===== src/rtl/pod_pkg.sv =====
`timescale 1ns/1ps
package pod_pkg;

    typedef enum logic [2:0] {
        ST_IDLE  = 3'd0,
        ST_HS    = 3'd1,
        ST_GAP   = 3'd2,
        ST_LS    = 3'd3,
        ST_OCOFF = 3'd4,
        ST_FHS   = 3'd5,
        ST_FLS   = 3'd6,
        ST_FGAP  = 3'd7
    } seq_state_e;

    typedef struct packed {
        seq_state_e st;
    } seq_regs_t;

    typedef struct packed {
        logic full;
        logic lock;
        logic oc;
        logic zc;
        logic sag;
    } flags_t;

    localparam int NFLAGS = $bits(flags_t);

endpackage


===== src/rtl/pod_sync.sv =====
`timescale 1ns/1ps
module pod_sync #(
    parameter int W      = 5,
    parameter int STAGES = 2
) (
    input  logic         clk,
    input  logic         rst_n,
    input  logic [W-1:0] a_i,
    output logic [W-1:0] s_o
);
    logic [W-1:0] stg_q [STAGES];
    logic [W-1:0] stg_d [STAGES];

    generate
        for (genvar k = 0; k < STAGES; k++) begin : g_stage
            if (k == 0) begin : g_first
                assign stg_d[k] = a_i;
            end else begin : g_next
                assign stg_d[k] = stg_q[k-1];
            end
            always_ff @(posedge clk or negedge rst_n) begin
                if (!rst_n) stg_q[k] <= '0;
                else        stg_q[k] <= stg_d[k];
            end
        end
    endgenerate

    assign s_o = stg_q[STAGES-1];
endmodule


===== src/rtl/pod_ontime.sv =====
`timescale 1ns/1ps
module pod_ontime #(
    parameter int HW = 4,
    parameter int CW = 8
) (
    input  logic [HW-1:0] headroom_i,
    input  logic [CW-1:0] base_i,
    output logic [CW:0]   dur_o
);
    localparam int          OW   = CW + 1;
    localparam logic [HW-1:0] HMAX = '1;

    // Less headroom across the pass device -> longer pulse.
    always_comb begin
        dur_o = {1'b0, base_i} + OW'(HMAX - headroom_i);
    end
endmodule


===== src/rtl/pod_oneshot.sv =====
`timescale 1ns/1ps
module pod_oneshot #(
    parameter int W = 9
) (
    input  logic         clk,
    input  logic         rst_n,
    input  logic         fire_i,
    input  logic         clr_i,
    input  logic [W-1:0] dur_i,
    output logic         last_o
);
    logic [W-1:0] cnt_d, cnt_q;

    always_comb begin
        cnt_d = cnt_q;
        if (clr_i) begin
            cnt_d = '0;
        end else if (fire_i && (cnt_q == '0)) begin
            // Loaded on trigger; ignored while already running.
            cnt_d = (dur_i == '0) ? W'(1) : dur_i;
        end else if (cnt_q != '0) begin
            cnt_d = cnt_q - W'(1);
        end
    end

    always_ff @(posedge clk or negedge rst_n) begin
        if (!rst_n) cnt_q <= '0;
        else        cnt_q <= cnt_d;
    end

    assign last_o = (cnt_q == W'(1));
endmodule


===== src/rtl/pod_sequencer.sv =====
`timescale 1ns/1ps
module pod_sequencer
    import pod_pkg::*;
#(
    parameter int HW = 4,
    parameter int CW = 8
) (
    input  logic          clk,
    input  logic          rst_n,
    input  logic          sag_i,
    input  logic          zc_i,
    input  logic          oc_i,
    input  logic          lockout_i,
    input  logic          full_load_i,
    input  logic [HW-1:0] headroom_i,
    input  logic [CW-1:0] ton_base_i,
    input  logic [CW-1:0] toff_i,
    output logic          hs_en_o,
    output logic          ls_en_o,
    output logic [2:0]    state_o
);
    localparam int DW = CW + 1;

    logic [NFLAGS-1:0] raw_flags, sync_flags;
    flags_t            fl;
    logic [DW-1:0]     on_dur, off_dur;
    logic              on_fire, on_clr, on_last;
    logic              off_fire, off_clr, off_last;
    seq_regs_t         regs_d, regs_q;

    assign raw_flags = {full_load_i, lockout_i, oc_i, zc_i, sag_i};

    pod_sync #(.W(NFLAGS), .STAGES(2)) u_sync (
        .clk   (clk),
        .rst_n (rst_n),
        .a_i   (raw_flags),
        .s_o   (sync_flags)
    );
    assign fl = flags_t'(sync_flags);

    pod_ontime #(.HW(HW), .CW(CW)) u_ontime (
        .headroom_i (headroom_i),
        .base_i     (ton_base_i),
        .dur_o      (on_dur)
    );
    assign off_dur = {1'b0, toff_i};

    pod_oneshot #(.W(DW)) u_on_shot (
        .clk    (clk),
        .rst_n  (rst_n),
        .fire_i (on_fire),
        .clr_i  (on_clr),
        .dur_i  (on_dur),
        .last_o (on_last)
    );

    pod_oneshot #(.W(DW)) u_off_shot (
        .clk    (clk),
        .rst_n  (rst_n),
        .fire_i (off_fire),
        .clr_i  (off_clr),
        .dur_i  (off_dur),
        .last_o (off_last)
    );

    always_comb begin
        regs_d = regs_q;
        if (fl.lock) begin
            regs_d.st = ST_IDLE;
        end else begin
            unique case (regs_q.st)
                ST_IDLE: begin
                    if (fl.full)     regs_d.st = fl.sag ? ST_FHS : ST_FLS;
                    else if (fl.sag) regs_d.st = ST_HS;
                end
                ST_HS: begin
                    // Over-current outranks expiry of the on-time.
                    if (fl.oc)        regs_d.st = ST_OCOFF;
                    else if (on_last) regs_d.st = ST_GAP;
                end
                ST_GAP:   regs_d.st = ST_LS;
                ST_LS:    if (fl.zc) regs_d.st = ST_IDLE;
                ST_OCOFF: if (off_last) regs_d.st = ST_HS;
                ST_FHS: begin
                    if (!fl.full)    regs_d.st = ST_IDLE;
                    else if (!fl.sag) regs_d.st = ST_FGAP;
                end
                ST_FLS: begin
                    if (!fl.full)    regs_d.st = ST_IDLE;
                    else if (fl.sag) regs_d.st = ST_FGAP;
                end
                ST_FGAP: begin
                    if (!fl.full) regs_d.st = ST_IDLE;
                    else          regs_d.st = fl.sag ? ST_FHS : ST_FLS;
                end
                default: regs_d.st = ST_IDLE;
            endcase
        end
    end

    assign on_fire  = (regs_d.st == ST_HS)    && (regs_q.st != ST_HS);
    assign on_clr   = (regs_q.st == ST_HS)    && (regs_d.st != ST_HS);
    assign off_fire = (regs_q.st == ST_HS)    && (regs_d.st == ST_OCOFF);
    assign off_clr  = (regs_q.st == ST_OCOFF) && (regs_d.st != ST_OCOFF);

    always_ff @(posedge clk or negedge rst_n) begin
        if (!rst_n) regs_q <= '{st: ST_IDLE};
        else        regs_q <= regs_d;
    end

    assign hs_en_o = (regs_q.st == ST_HS) || (regs_q.st == ST_FHS);
    assign ls_en_o = (regs_q.st == ST_LS) || (regs_q.st == ST_FLS);
    assign state_o = regs_q.st;
endmodule


===== config.mk =====
export PLATFORM = sky130hd
export DESIGN_NAME = pod_sequencer
export DESIGN_NICKNAME = d
export VERILOG_FILES = /design/src/rtl/pod_pkg.sv /design/src/rtl/pod_sync.sv /design/src/rtl/pod_ontime.sv /design/src/rtl/pod_oneshot.sv /design/src/rtl/pod_sequencer.sv
export SDC_FILE = /design/constraint.sdc
export NUM_CORES = 1
export LEC_CHECK = 0
export BUFFER_PORTS_ARGS = -buffer_cell sky130_fd_sc_hd__buf_2
export CORE_MARGIN = 8
export CORE_UTILIZATION = 45
export DETAILED_ROUTE_END_ITERATION = 16
export MAX_ROUTING_LAYER = met4
export PLACE_DENSITY = 0.65
export SLEW_MARGIN = 20
export SYNTH_ARGS = -nofsm -noshare
export SYNTH_HDL_FRONTEND = slang
export SYNTH_SLANG_ARGS = --single-unit
export TNS_END_PERCENT = 1

===== constraint.sdc =====
create_clock -name clk -period 3 [get_ports clk]
set_input_delay 0.6 -clock clk [delete_from_list [all_inputs] [get_ports clk]]
set_output_delay 0.6 -clock clk [all_outputs]
set_load 0.1 [all_outputs]

Word level (Yosys, flattened, before mapping)
Index checks and enable logic that the tools add are counted.
{ "word_totals": {"regBits": 31, "inputBits": 27, "out_inout_bits": 5, "wordCells": 62} }
{ "classes": {"add_sub_neg": 4, "n_eq_ne": 14, "n_mux": 22, "reduce_logical": 17} }
{ "op_table": {"columns": ["cell", "n"], "rows": [
  ["$mux 9", 7],
  ["$logic_not 9->1", 4],
  ["$mux 3", 12],
  ["$pmux 3 s8", 1],
  ["$eq 9x1->1 const B", 2],
  ["$reduce_bool 9->1", 2],
  ["$sub 9x1->9 const B", 2],
  ["$eq 3x3->1 const B", 5],
  ["$add 8x9->9", 1],
  ["$mux 8", 1],
  ["$eq 3x1->1 const B", 2],
  ["$eq 3x2->1 const B", 2],
  ["$logic_and 1x1->1", 6],
  ["$ne 3x1->1 const B", 2],
  ["$reduce_bool 3->1", 2],
  ["$sub 4x4->5 const A", 1],
  ["$logic_not 3->1", 1],
  ["$ne 3x3->1 const B", 1],
  ["$logic_or 1x1->1", 2],
  ["$mux 2", 1]
]} }

Depth between registers and ports, before layout
Gate-level depths: netlist of the first run.
{ "logic_depth": {"depth_word": 10, "depth_mapped": 11, "ltp_nobuf": 11} }

Cells and area by module
From an unflattened synthesis of the first run, not the netlist that was laid out.
{ "unflattened": {"cells_unflattened": 207, "area_unflattened_um2": 2065.7} }
{ "modules_own_cells": {"columns": ["mod", "instances", "cells_per_inst", "area_per_inst_um2", "seq_area_each_um2"], "rows": [
  ["pod_oneshot", 2, 63, 610.6, 225.2],
  ["pod_sequencer", 1, 38, 339.1, 75.1],
  ["pod_ontime", 1, 33, 255.2, 0.0],
  ["pod_sync", 1, 10, 250.2, 250.2]
]} }

Worst setup path after synthesis of the first run
No wires, ideal clock.
{ "synth_path": {"kind": "register to register", "start": "register regs_q[0] (netlist: state_o[0])", "end": "register u_on_shot.cnt_q[0]", "setup_ns": 0.084, "arrival_time_ns": 3.749, "required_ns": 2.916, "path_slack_ns": -0.833, "stages_incl_launch_ff": 10, "path_buffers": 2, "period_less_slack_ns": 3.833, "cell_sequence": "dfrtp_1 > buf_4 > nor2b_1 > a21o_1 > a31oi_1 > a2111oi_4 > buf_6 > o21bai_4 > o211ai_2 > a41oi_2"} }
{ "synth_between": {"elab_chain_len": 9, "word_cells_on_any_way": 29, "cone_classes": "eq/ne: 10; mux: 14; reduce/logical: 5"} }
{ "synth_rtl": {"columns": ["item", "line_no", "rtl"], "rows": [
  ["start: declaration", "pod_sequencer.sv:29", "seq_regs_t regs_d, regs_q;"],
  ["start signal: assignment", "pod_sequencer.sv:107", "if (!rst_n) regs_q <= '{st: ST_IDLE};"],
  ["start signal: assignment", "pod_sequencer.sv:108", "else regs_q <= regs_d;"],
  ["$mux 3, on equally long branches (2 in series)", null, null],
  ["$pmux 3 s8", "pod_sequencer.sv:71", "unique case (regs_q.st)"],
  ["$mux 3", "pod_sequencer.sv:68", "if (fl.lock) begin"],
  ["$eq 3x1->1", "pod_sequencer.sv:101", "assign on_fire = (regs_d.st == ST_HS) && (regs_q.st != ST_HS);"],
  ["$logic_and 1x1->1", "pod_sequencer.sv:101", null],
  ["$logic_and 1x1->1", "pod_oneshot.sv:18", "end else if (fire_i && (cnt_q == '0)) begin"],
  ["$mux 9", "pod_oneshot.sv:18", null],
  ["$mux 9", "pod_oneshot.sv:16", "if (clr_i) begin"],
  ["end signal: assignment", "pod_oneshot.sv:28", "else cnt_q <= cnt_d;"],
  ["end: declaration", "pod_oneshot.sv:12", "logic [W-1:0] cnt_d, cnt_q;"]
]} }
Parallel ways exist; a longest one is shown, timed or not.
A chain may end at the register's enable or synchronous reset.

==> flow_metrics.env, run 1 <==
export IMPL_status="completed"
export IMPL_ant_nets=0
export IMPL_vias_per_cell=5.537
export IMPL_timing_final_max_slew_violations=0
export IMPL_io_pins=32
export IMPL_grt_max_degree=32
export IMPL_drt_first_iter_violations=48
export IMPL_synth_compound_area_share_pct=23.25
export IMPL_synth_seq_cells=31
export IMPL_grt_antenna_before_repair=0
export IMPL_synth_distinct_cells=59
export IMPL_min_path_type="flip-flop to flip-flop"
export IMPL_placed_cell_area_um2=2313
export IMPL_synth_area_um2=2105
export IMPL_finalHoldViolations=0
export IMPL_tightest_slew_ps=697.8
export IMPL_fp_dieH_um=84.39
export IMPL_cp_max_fo=12
export IMPL_synth_top_family_by_area="compound AO/OA/AOI/OAI gates"
export IMPL_cts_resized=0
export IMPL_wl_met2_um=1974
export IMPL_tns_ps=0
export IMPL_grt_pass1_vias=1634
export IMPL_worst_path_max_delay_cell="dfrtp_1"
export IMPL_slew_headroom_pct=53.48
export IMPL_crit_path_max_incr_delay_ps=630
export IMPL_setup_violations=0
export IMPL_holdWs_ps=347.3
export IMPL_synth_top_cell_area_share_pct=36.86
export IMPL_drive_gt1_share_pct=23.58
export IMPL_setup_ws_ps=444.0
export IMPL_finalCriticalPeriod_ps=2556
export IMPL_clk_latency_ps=280
export IMPL_yosys_area_top_type="dfrtp_1"
export IMPL_clock_sinks=31
export IMPL_drt_met1_wl_um=2087
export IMPL_synth_simple_area_share_pct=20.33
export IMPL_grt_pass1_wl_um=7348
export IMPL_ys_seq_area_share_pct=36.86
export IMPL_power_uw=2370
export IMPL_num_vias=1661
export IMPL_first_pass_iters=4
export IMPL_highest_layer="met4"
export IMPL_cp_top_family="compound AO/OA/AOI/OAI gates"
export IMPL_cts_root_buffer="clkbuf_8"
export IMPL_antennaDiodeCount=0
export IMPL_pre_cts_ws_ps=412.6
export IMPL_fp_dieW_um=84.39
export IMPL_cts_tree="done"
export IMPL_synth_area_mux_share_pct=0.9512
export IMPL_start_util_pct=45.46
export IMPL_fin_skew_ps=4.512
export IMPL_cp_arrival_ps=2720
export IMPL_wire_per_inst_um=14.26
export IMPL_synth_ff_type="dfrtp_1"
export IMPL_totalWireLength_um=4277
export IMPL_htreeDepth=2
export IMPL_hpwl_um=3320
export IMPL_clockBufferDepth=2
export IMPL_core_um2=4629
export IMPL_port_buffers=31
export IMPL_row_count=25
export IMPL_holdBufCountCts=0
export IMPL_start_kind="flip-flop"
export IMPL_required_ps=3160
export IMPL_synth_cells=211
export IMPL_overflow=0
export IMPL_synth_common_cells="dfrtp_1 (31), inv_1 (13), nand2_1 (13), o31ai_1 (13), nand3_1 (12)"
export IMPL_numCtsBuffers=5
export IMPL_max_cap_violations=0
export IMPL_synth_area_per_cell_um2=9.974
export IMPL_gp_congestion=0.8212
export IMPL_path_buf_inv=2
export IMPL_synth_fa_ha_area_share_pct=6.897
export IMPL_rsz0062_at_grt="false"
export IMPL_die_area_um2=7121
export IMPL_cp_end_kind="flip-flop"
export IMPL_pwr_density_cell_nw_per_um2=989.7
export IMPL_fin_nets=283
export IMPL_ir_drop_uv=296.4
export IMPL_clock_fmax_mhz=391.2
export IMPL_clk_pin_slew_worst_paths_ps=60
export IMPL_synth_xor_area_share_pct=7.491
export IMPL_track_usage_pct=12.91
export IMPL_cellLeakagePower_uw=0.001064
export IMPL_synth_edff_count=0
export IMPL_synth_fp_nets=249
export IMPL_crit_chain="nor4b_1, and4_1, o31ai_1, inv_1, a2111oi_4, buf_4, nand2_1, mux2i_1, o21a_1"
export IMPL_worstSetupPathType="flip-flop to flip-flop"
export IMPL_area_growth_pct=13.79
export IMPL_fin_area_um2=2395
export IMPL_post_cts_setup_buffers=0
export IMPL_synth_most_common_cell="dfrtp_1"
export IMPL_ys_warn_count=0
export IMPL_fin_crit_sh_pct=85.20
export IMPL_drc=0
export IMPL_async_flop_share_pct=100.0
export IMPL_synth_area_leaders="dfrtp_1 (37%), ha_1 (5.9%), o31ai_1 (4.6%)"
export IMPL_wl_met3_um=138
-- metal layers --
layer	up-vias	track usage (%)
li1	849	-
met2	32	19.48
met1	775	15.48
met5	-	-
met4	0	6.472
met3	5	3.512
-- per-stage QoR --
stage / cells / util, %
floorplan: 211 / -
CTS: 300 / 51.73
global placement: 292 / 49.97
finish: 300 / 51.73
global route: 300 / 51.73
detailed placement: 292 / 49.97
-- cells in the final DEF, fill, tap and decap left out, drive strengths merged, types with 4 or more instances in the layout --
| cell | n |
|---|---|
| o31ai | 13 |
| nand2 | 14 |
| clkbuf | 7 |
| buf | 33 |
| o21ai | 10 |
| a21oi | 9 |
| nor3 | 7 |
| inv | 14 |
| xnor2 | 9 |
| ha | 10 |
| o21a | 4 |
| dfrtp | 31 |
| xor2 | 9 |
| nor2 | 9 |
| a21o | 4 |
| o211ai | 5 |
| nand3 | 12 |
| nor4 | 5 |
-- kinds of logic after synthesis --
kind of cell,Yosys count
compound gates,60
simple gates,69
flops,31
mux,2
xor+xnor,18
buf+inv,20
fa+ha+maj,11
-- flip-flops by register name (all words and copies together), names as in the netlist --
| signal | flops |
|---|---|
| state_o | 3 |
| u_off_shot.cnt_q | 9 |
| u_on_shot.cnt_q | 9 |
| u_sync.s_o | 5 |
| u_sync.stg_d | 5 |
-- path summary, 6_finish.rpt --
path / from / to / slack, ps / depth (start not counted)
max in group asynchronous: rst_n / u_sync.s_o[0]$_DFF_PN0_ / 2180 / 1
worst max register to register: state_o[1]$_DFF_PN0_ / u_on_shot.cnt_q[1]$_DFFE_PN0P_ / 440 / 9
worst min-delay path: u_sync.stg_d[4]$_DFF_PN0_ / u_sync.s_o[4]$_DFF_PN0_ / 350 / 0
min in group asynchronous: rst_n / u_off_shot.cnt_q[5]$_DFFE_PN0P_ / 370 / 1
worst max-delay path: state_o[1]$_DFF_PN0_ / u_on_shot.cnt_q[1]$_DFFE_PN0P_ / 440 / 9
worst min register to register: u_sync.stg_d[4]$_DFF_PN0_ / u_sync.s_o[4]$_DFF_PN0_ / 350 / 0
-- where the power goes --
part	internal [uW]	switching, uW	total [uW]	leakage, uW
combinational	512	813	1320	0.000639
clock	162	141	303	0.0000422
sequential	555	188	743	0.000383
total	1230	1140	2370	0.00106
-- area by class of cell --
cell class | instances | area (um2)
Timing Repair Buffer | 33 | 170.2
Clock inverter | 1 | 5.005
Fill cell | 438 | 2235
Clock buffer | 7 | 76.32
Tap cell | 54 | 67.56
Sequential cell | 31 | 775.7
Inverter | 14 | 52.55
Multi-Input combinational cell | 160 | 1247
Note: power is estimated with default switching activity, not from simulation.
==> inputs of run 2 (changes only) <==
--- a/config.mk
+++ b/config.mk
@@ -11,6 +11,7 @@
 export DETAILED_ROUTE_END_ITERATION = 16
 export MAX_ROUTING_LAYER = met4
 export PLACE_DENSITY = 0.65
+export SETUP_SLACK_MARGIN = 0.5
 export SLEW_MARGIN = 20
 export SYNTH_ARGS = -nofsm -noshare
 export SYNTH_HDL_FRONTEND = slang
==> run 2 against run 1 <==
  * Wire length rose by 3.5%
  * Flip-flop and latch count did not move
  * Setup slack improved by 160 ps
  * Clock skew rose by 4.7 ps
  * Via count rose by 1.3%
  * Highest routed layer unchanged
==> flow_metrics.env, run 2 (same netlist as run 1, synthesis figures left out) <==
export IMPL_status="completed"
export IMPL_rsz0062_at_grt="true"
export IMPL_layout_common_cells="buf_2 (32), dfrtp_1 (28), nand2_1 (13)"
export IMPL_start_kind="flip-flop"
export IMPL_dp_cells=293
export IMPL_drc=0
export IMPL_port_buffers=31
export IMPL_die_area_um2=7121
export IMPL_fp_dieW_um=84.39
export IMPL_setup_violations=0
export IMPL_htreeDepth=2
export IMPL_cts_tree="done"
export IMPL_cp_end_kind="flip-flop"
export IMPL_max_cap_violations=0
export IMPL_fin_area_um2=2462
export IMPL_drive_gt1_share_pct=27.38
export IMPL_min_path_type="flip-flop to flip-flop"
export IMPL_fin_skew_ps=9.245
export IMPL_fin_nets=289
export IMPL_totalWireLength_um=4426
export IMPL_cellLeakagePower_uw=0.001091
export IMPL_grt_max_degree=32
export IMPL_cp_arrival_ps=2560
export IMPL_ir_drop_uv=377.8
export IMPL_overflow=0
export IMPL_required_ps=3160
export IMPL_cp_max_fo=5
export IMPL_pwr_density_cell_nw_per_um2=1001
export IMPL_finalCriticalPeriod_ps=2400
export IMPL_grt_pass1_vias=1674
export IMPL_ant_nets=0
export IMPL_hpwl_um=3427
export IMPL_clk_pin_slew_worst_paths_ps=60
export IMPL_fillers=454
export IMPL_clock_sinks=31
export IMPL_num_vias=1683
export IMPL_tns_ps=0
export IMPL_fin_cells=306
export IMPL_cts_root_buffer="clkbuf_8"
export IMPL_drt_first_iter_violations=76
export IMPL_core_um2=4629
export IMPL_track_usage_pct=12.97
export IMPL_vias_per_cell=5.500
export IMPL_fin_crit_sh_pct=80.00
export IMPL_clk_latency_ps=280
export IMPL_io_pins=32
export IMPL_tightest_slew_ps=690.1
export IMPL_grt_pass1_wl_um=7341
export IMPL_grt_antenna_before_repair=0
export IMPL_area_growth_pct=17.00
export IMPL_first_pass_iters=4
export IMPL_placed_cell_area_um2=2330
export IMPL_clock_fmax_mhz=416.7
export IMPL_wire_per_inst_um=14.46
export IMPL_gp_congestion=0.8125
export IMPL_holdWs_ps=349.1
export IMPL_layout_cells_most_common="buf_2"
export IMPL_finalHoldViolations=0
export IMPL_top_regs="u_off_shot.cnt_q: 9 flops, u_on_shot.cnt_q: 9 flops"
export IMPL_fp_dieH_um=84.39
export IMPL_timing_final_max_slew_violations=0
export IMPL_worstSetupPathType="flip-flop to flip-flop"
export IMPL_numCtsBuffers=5
export IMPL_clockBufferDepth=2
export IMPL_slew_headroom_pct=54.00
export IMPL_antennaDiodeCount=0
export IMPL_start_util_pct=45.46
export IMPL_row_count=25
[run 2: changes by cell type in the layout (fill, tap and decap cells not counted), sizes merged]
cell  delta
buf      +6
[run 2: repair_timing]
| action | CTS | global route |
|---|---|---|
| hold buffers | 0 | 0 |
| setup buffers | 0 | 4 |
| endpoints found under the setup margin | 1 | 5 |
| gates cloned | 0 | 1 |
| pin swaps | 0 | 2 |
| resized for setup | 1 | 3 |
[run 2: final timing paths]
check                                                     start                              end  slack (ps)  cells past startpoint
worst max register to register  u_off_shot.cnt_q[1]$_DFFE_PN0P_   u_on_shot.cnt_q[1]$_DFFE_PN0P_         600                     10
worst min register to register        u_sync.stg_d[1]$_DFF_PN0_          u_sync.s_o[1]$_DFF_PN0_         350                      0
max in group asynchronous                                 rst_n             state_o[1]$_DFF_PN0_        2120                      1
min in group asynchronous                                 rst_n  u_off_shot.cnt_q[3]$_DFFE_PN0P_         360                      1
worst max-delay path            u_off_shot.cnt_q[1]$_DFFE_PN0P_   u_on_shot.cnt_q[1]$_DFFE_PN0P_         600                     10
worst min-delay path                  u_sync.stg_d[1]$_DFF_PN0_          u_sync.s_o[1]$_DFF_PN0_         350                      0
[run 2: cell type report]
type	instances	area, um2	area share (%)
clock buffer	7	76.32	3.100
sequential	31	784.5	31.86
inverter	14	52.55	2.134
tap	54	67.56	2.744
clock inverter	1	5.005	0.2033
timing repair buffer	39	216.5	8.791
multi-input combinational	160	1260	51.17
[run 2: critical path, cell delays in order, from the launching register on]
cell and delay [ps]:
dfrtp_1 400, inv_2 80, ha_1 120, or4b_4 480, o21ai_4 160, a31oi_4 130
a2111oi_4 340, buf_6 170, nand2_1 80, mux2i_1 150, o21a_1 180
[run 2: report_power, final]
group          switching [uW]  total, uW  internal [uW]
Clock                     146        308            162
Combinational             846       1410            562
Sequential                184        749            565
Total                    1180       2460           1290
[run 2: per-layer routing]
metal	vias to the layer above	part of all wire (%)	wire (um)	global-route usage [%]
met5	-	0	0	-
met4	0	1.7	77	5.987
met3	6	3.1	139	3.024
met2	30	50	2228	22.64
met1	793	45	1980	13.56
li1	854	-	-	-
[run 2: through the flow]
step / total power [uW] / utilization, % / setup slack, ps
after floorplan: 1856 / - / 453.4
after global placement: 2082 / 50.32 / 512.8
after detailed placement: 2099 / 50.32 / 432.9
after CTS: 2420 / 52.16 / 509.2
after global routing: 2658 / 53.19 / 468.5
final: 2465 / 53.19 / 600.0
